==> config.mk <==
export PLATFORM = sky130hd
export DESIGN_NAME = lnk_cfg_sel
export DESIGN_NICKNAME = d
export VERILOG_FILES = /design/src/rtl/lcs_pkg.sv /design/src/rtl/lcs_cand_seq.sv /design/src/rtl/lcs_fit_cmp.sv /design/src/rtl/lnk_cfg_sel.sv
export SDC_FILE = /design/constraint.sdc
export NUM_CORES = 1
export LEC_CHECK = 0
export ABC_CLOCK_PERIOD_IN_PS = 11100
export BUFFER_PORTS_ARGS = -buffer_cell sky130_fd_sc_hd__buf_2
export CAP_MARGIN = 20
export CORE_ASPECT_RATIO = 0.8
export CORE_UTILIZATION = 40
export DETAILED_ROUTE_END_ITERATION = 8
export GPL_TIMING_DRIVEN = 0
export SLEW_MARGIN = 30
export SYNTH_ARGS = -nofsm -noshare
export SYNTH_HDL_FRONTEND = slang
export SYNTH_HIERARCHICAL = 1
export SYNTH_SLANG_ARGS = --single-unit
==> constraint.sdc <==
create_clock -name clk_i -period 11.1 [get_ports clk_i]
set_clock_uncertainty 0.15 [all_clocks]
set_input_delay 2.775 -clock clk_i [delete_from_list [all_inputs] [get_ports clk_i]]
set_output_delay 2.775 -clock clk_i [all_outputs]
set_load 0.1 [all_outputs]
==> src/rtl/lcs_pkg.sv <==
package lcs_pkg;
  localparam int NUM_RATES   = 3;
  localparam int LANE_STEPS  = 3;
  localparam int RATE_W      = 20;
  localparam int LANE_W      = LANE_STEPS;
  localparam int RIDX_W      = $clog2(NUM_RATES);
  localparam int LSH_W       = $clog2(LANE_STEPS);
  localparam int BRIDGE_RIDX = 1;
  localparam int TOP_RATE    = 540000;

  typedef enum logic {ST_IDLE, ST_SRCH} lcs_state_e;

  function automatic logic [RATE_W-1:0] rate_khz(input logic [RIDX_W-1:0] idx);
    case (idx)
      2'd0:    rate_khz = RATE_W'(162000);
      2'd1:    rate_khz = RATE_W'(270000);
      default: rate_khz = RATE_W'(540000);
    endcase
  endfunction
endpackage

==> src/rtl/lcs_cand_seq.sv <==
module lcs_cand_seq
  import lcs_pkg::*;
(
  input  logic              clk_i,
  input  logic              rst_ni,
  input  logic              load_i,
  input  logic              step_i,
  input  logic              bridge_i,
  output logic [RIDX_W-1:0] rate_idx_o,
  output logic [LSH_W-1:0]  lane_sh_o,
  output logic              last_o
);
  logic lane_wrap;
  assign lane_wrap = (lane_sh_o == LSH_W'(LANE_STEPS-1));
  assign last_o    = lane_wrap && (bridge_i || rate_idx_o == RIDX_W'(NUM_RATES-1));

  always_ff @(posedge clk_i or negedge rst_ni) begin
    if (!rst_ni) begin
      rate_idx_o <= '0;
      lane_sh_o  <= '0;
    end else if (load_i) begin
      rate_idx_o <= bridge_i ? RIDX_W'(BRIDGE_RIDX) : '0;
      lane_sh_o  <= '0;
    end else if (step_i) begin
      if (lane_wrap) begin
        lane_sh_o  <= '0;
        rate_idx_o <= rate_idx_o + 1'b1;
      end else begin
        lane_sh_o <= lane_sh_o + 1'b1;
      end
    end
  end
endmodule

==> src/rtl/lcs_fit_cmp.sv <==
module lcs_fit_cmp
  import lcs_pkg::*;
#(
  parameter int PCLK_W = 20,
  parameter int BPP_W  = 6
) (
  input  logic [LANE_W-1:0] lanes_i,
  input  logic [RATE_W-1:0] rate_i,
  input  logic [PCLK_W-1:0] pix_i,
  input  logic [BPP_W-1:0]  bpp_i,
  output logic              fit_o
);
  localparam int SUP_W = RATE_W + LANE_W + 3;
  localparam int DEM_W = PCLK_W + BPP_W;
  localparam int CMP_W = ((SUP_W > DEM_W) ? SUP_W : DEM_W) + 1;

  logic [CMP_W-1:0] supply, demand;
  // multiply-compare instead of dividing capacity by bpp
  assign supply = (CMP_W'(lanes_i) * CMP_W'(rate_i)) << 3;
  assign demand = CMP_W'(pix_i) * CMP_W'(bpp_i);
  assign fit_o  = (supply >= demand);
endmodule

==> src/rtl/lnk_cfg_sel.sv <==
module lnk_cfg_sel
  import lcs_pkg::*;
#(
  parameter int PCLK_W = 20,
  parameter int BPC_W  = 4
) (
  input  logic              clk_i,
  input  logic              rst_ni,
  input  logic              start_i,
  input  logic [PCLK_W-1:0] pix_clk_i,
  input  logic [BPC_W-1:0]  bpc_i,
  input  logic [RATE_W-1:0] max_rate_i,
  input  logic [LANE_W-1:0] max_lanes_i,
  input  logic              bridge_i,
  input  logic              v12_cap_i,
  output logic              busy_o,
  output logic              done_o,
  output logic [LANE_W-1:0] lanes_o,
  output logic [RATE_W-1:0] rate_o,
  output logic              fail_o,
  output logic              valid_o
);
  localparam int BPP_W = BPC_W + 2;

  lcs_state_e        state_q;
  logic [PCLK_W-1:0] pix_q;
  logic [BPP_W-1:0]  bpp_q;
  logic [RATE_W-1:0] maxr_q;
  logic [LANE_W-1:0] maxl_q;
  logic              bridge_q, v12_q;

  logic [RIDX_W-1:0] rate_idx;
  logic [LSH_W-1:0]  lane_sh;
  logic              last, fit, legal, accept, load, step;
  logic [LANE_W-1:0] cand_lanes;
  logic [RATE_W-1:0] cand_rate;

  assign load = (state_q == ST_IDLE) && start_i;
  assign step = (state_q == ST_SRCH) && !accept;

  lcs_cand_seq u_seq (
    .clk_i      (clk_i),
    .rst_ni     (rst_ni),
    .load_i     (load),
    .step_i     (step),
    .bridge_i   (load ? bridge_i : bridge_q),
    .rate_idx_o (rate_idx),
    .lane_sh_o  (lane_sh),
    .last_o     (last)
  );

  assign cand_lanes = LANE_W'(1) << lane_sh;
  assign cand_rate  = rate_khz(rate_idx);

  lcs_fit_cmp #(.PCLK_W(PCLK_W), .BPP_W(BPP_W)) u_cmp (
    .lanes_i (cand_lanes),
    .rate_i  (cand_rate),
    .pix_i   (pix_q),
    .bpp_i   (bpp_q),
    .fit_o   (fit)
  );

  // bridge mode ignores the sink rate limit
  assign legal  = (cand_lanes <= maxl_q) && (bridge_q || cand_rate <= maxr_q);
  assign accept = legal && fit;
  assign busy_o = (state_q == ST_SRCH);

  always_ff @(posedge clk_i or negedge rst_ni) begin
    if (!rst_ni) begin
      state_q  <= ST_IDLE;
      pix_q    <= '0;
      bpp_q    <= '0;
      maxr_q   <= '0;
      maxl_q   <= '0;
      bridge_q <= 1'b0;
      v12_q    <= 1'b0;
      done_o   <= 1'b0;
      lanes_o  <= '0;
      rate_o   <= '0;
      fail_o   <= 1'b0;
      valid_o  <= 1'b0;
    end else begin
      done_o <= 1'b0;
      if (load) begin
        state_q  <= ST_SRCH;
        pix_q    <= pix_clk_i;
        bpp_q    <= (bpc_i == '0) ? BPP_W'(24) : BPP_W'(bpc_i) * BPP_W'(3);
        maxr_q   <= max_rate_i;
        maxl_q   <= max_lanes_i;
        bridge_q <= bridge_i;
        v12_q    <= v12_cap_i;
      end else if (state_q == ST_SRCH) begin
        if (accept) begin
          state_q <= ST_IDLE;
          done_o  <= 1'b1;
          lanes_o <= cand_lanes;
          rate_o  <= cand_rate;
          fail_o  <= 1'b0;
          valid_o <= !(cand_rate == RATE_W'(TOP_RATE) && !v12_q);
        end else if (last) begin
          state_q <= ST_IDLE;
          done_o  <= 1'b1;
          lanes_o <= '0;
          rate_o  <= '0;
          fail_o  <= 1'b1;
          valid_o <= 1'b0;
        end
      end
    end
  end
endmodule

==> metrics <==
Least-Margin Pin Slew 0.8442 ns; area of the mapped netlist 0.009190 sq mm; Clock Sinks 69; post-layout util 45.98%; post-route clock period utilization 72.47%; Layout Area Growth over Synthesis 12.58%; min cycle time layout 8.044 ns; Core Area 0.02250 sq mm; Async S/R FF share, synth 100.0%; crit path kind reg2reg; Syn. warnings 6; Cells after Synth 1,093; Post-CTS Setup Inserts 0; startpoint types flop; ant diodes 0; commonest non-fill, non-tap cells in the layout 221 x nand2_1, 136 x inv_1, 106 x and2_1, 101 x ha_1, 93 x fa_1; fmax 124.3 MHz; reg-to-reg slack, setup 3.06 ns; vias per inst 4.868; Port Buffer Count 72; Worst-path clk slew 0.07 ns; H-tree depth 3; Primary FF master, synth dfrtp_1; Avg Synthesized Cell Area 8.408 sq um; setup TNS 0 ns; final hold vios 0; WP data arrival 8.10 ns; WP data required 11.15 ns; final setup vio count 0; CP Capture Type flop; first-pass GRT wire length 36,050 um; grt total ovfl 0; CTS Buffer Depth 2; Residual DRC 0; Reg2Reg Depth 32; Layout Cells excl Fill 1,516; number of global-route vias before repair 7,207; min setup slack post-route 3.056 ns; commonest non-fill, non-tap cell in the layout nand2_1; register area 0.001727 sq mm; Worst Setup SP bpp_q[0]; crit path capture u_seq/rate_idx_o[0]; Critical Path Max Stage Delay 0.56 ns; fill count 2,290; placed cell count 1,500; post-route ant nets 0; clock latency on the worst-skew pair 0.36 ns; CP Max Fanout 10; dpl ws 3.174 ns; post-synth cell types 60; post-synthesis sequential area ratio 18.79%; Post-synth EDFFs 0; RSZ-0062 raised after global routing false; die height 137.6 um; register bit total from synthesis 69; Starting Density 40.84%; Chip Width 171.5 um; Relative slew margins 43.72%; DRT iter0 DRCs 368; Post-CTS Resized 0; # nets final 1,451; number of max-cap violations 0; CTS tree done; Overall Global Routing Usage 19.68%; DR WL/cell 13.94 um; Slew Limit Fails 0; initial antenna violation count 0; RR Endpoint u_seq/rate_idx_o[0]; via count of the routed design 7,380; Routed WL 21,130 um; I/O Pins 79; DP HPWL 17,180 um; share of cells above drive strength 1 9.504%; status finished, final reports clean; num rows 49; hold crit path type reg2reg; area of the multi-input gates 0.006794 sq mm; gpl congestion 0.8707; worst r2r src bpp_q[0]; largest net degree at the start of global routing 42; Die Area 0.02359 sq mm; slowest cell on the critical path o31ai_1; Post-CTS Hold Fix Bufs 0; Clk Tree Root Cell clkbuf_16; TritonRoute pass-1 iters 5; Num CTS Buffers 9
cells in the mapped netlist (all sizes together), types with 3 or more instances:
cell | n | area [sq um]
a2111oi | 3 | 27.53
a211oi | 3 | 27.52
a21o | 34 | 255.2
a21oi | 47 | 242.7
a22o | 3 | 26.28
a31oi | 5 | 31.28
a32o | 8 | 80.08
and2 | 106 | 663.1
and3 | 3 | 18.77
buf | 22 | 150.1
clkbuf | 31 | 116.4
dfrtp | 69 | 1727
fa | 93 | 1862
ha | 101 | 1264
inv | 136 | 510.5
nand2 | 221 | 829.6
nand2b | 11 | 68.82
nand3 | 12 | 60.06
nand4 | 10 | 62.56
nor2 | 27 | 101.4
nor2b | 11 | 68.82
nor4 | 3 | 18.77
o211ai | 4 | 30.03
o21a | 6 | 45.04
o21ai | 40 | 200.2
o21bai | 5 | 37.54
o31ai | 3 | 22.52
or2 | 5 | 31.28
xnor2 | 24 | 210.2
xor2 | 18 | 157.7
critical path: cells and delay by family, from the launching register on:
family / cells / cell delay [ns]
XOR/XNOR: 2 / 0.34
buffers and inverters: 7 / 1.35
flip-flops: 1 / 0.53
AND/OR/NAND/NOR: 8 / 1.40
adder cells (fa/ha/maj): 5 / 2.15
AO/OA/AOI/OAI: 10 / 1.95
cells by family (layout without fill, tap and decap cells):
group,count (synthesis),count (layout),synth area share [%]
other cells,2,30,0.08172
mux,1,1,0.1089
buf+inv,189,278,8.455
xor+xnor,42,42,4.003
fa+ha+maj,194,194,34.01
flops,69,69,18.79
compound gates,177,177,12.70
simple gates,419,419,21.85
per-layer routing:
metal,vias to the layer above,share of wire [%],global-route usage [%]
met3,19,4.0,2.901
met1,3522,52,29.46
met5,-,0,0
li1,3717,-,-
met4,0,1.1,4.613
met2,122,43,29.60
worst min-delay path by stage:
stage | start | to | slack, ns | cells after the start
3_3_place_gp | maxr_q[0] | maxr_q[0] | 0.31 | 2
4_1_cts | maxr_q[1] | maxr_q[1] | 0.34 | 2
3_5_place_dp | maxr_q[1] | maxr_q[1] | 0.32 | 2
5_1_grt | maxr_q[1] | maxr_q[1] | 0.34 | 2
2_1_floorplan | maxr_q[0] | maxr_q[0] | 0.29 | 2
6_report | maxr_q[16] | maxr_q[16] | 0.32 | 2
stage by stage:
stage | hold WS (ns) | area, sq um
2_1_floorplan | 0.2869 | 9295
4_1_cts | 0.3364 | 10340
3_5_place_dp | 0.3198 | 10060
3_3_place_gp | 0.3078 | 10040
5_1_grt | 0.3424 | 10350
6_report | 0.3236 | 10350
flip-flops by register name, indices dropped and copies added (netlist names), 2 cells and up:
signal	flops
u_seq/lane_sh_o	2
rate_o	7
bpp_q	6
u_seq/rate_idx_o	2
maxr_q	20
maxl_q	3
pix_q	20
lanes_o	3
layout make-up:
cell class,instances,area share (%)
Buffer,53,2.576
Clock buffer,9,2.177
Clock inverter,7,0.5563
Inverter,136,4.934
Multi-Input combinational cell,863,65.67
Sequential cell,69,16.69
Tap cell,306,3.701
Timing Repair Buffer,73,3.701
Power is left out: the tool's default activity adds up to more than one toggle a clock period on the data nets, which glitch-free logic cannot reach.
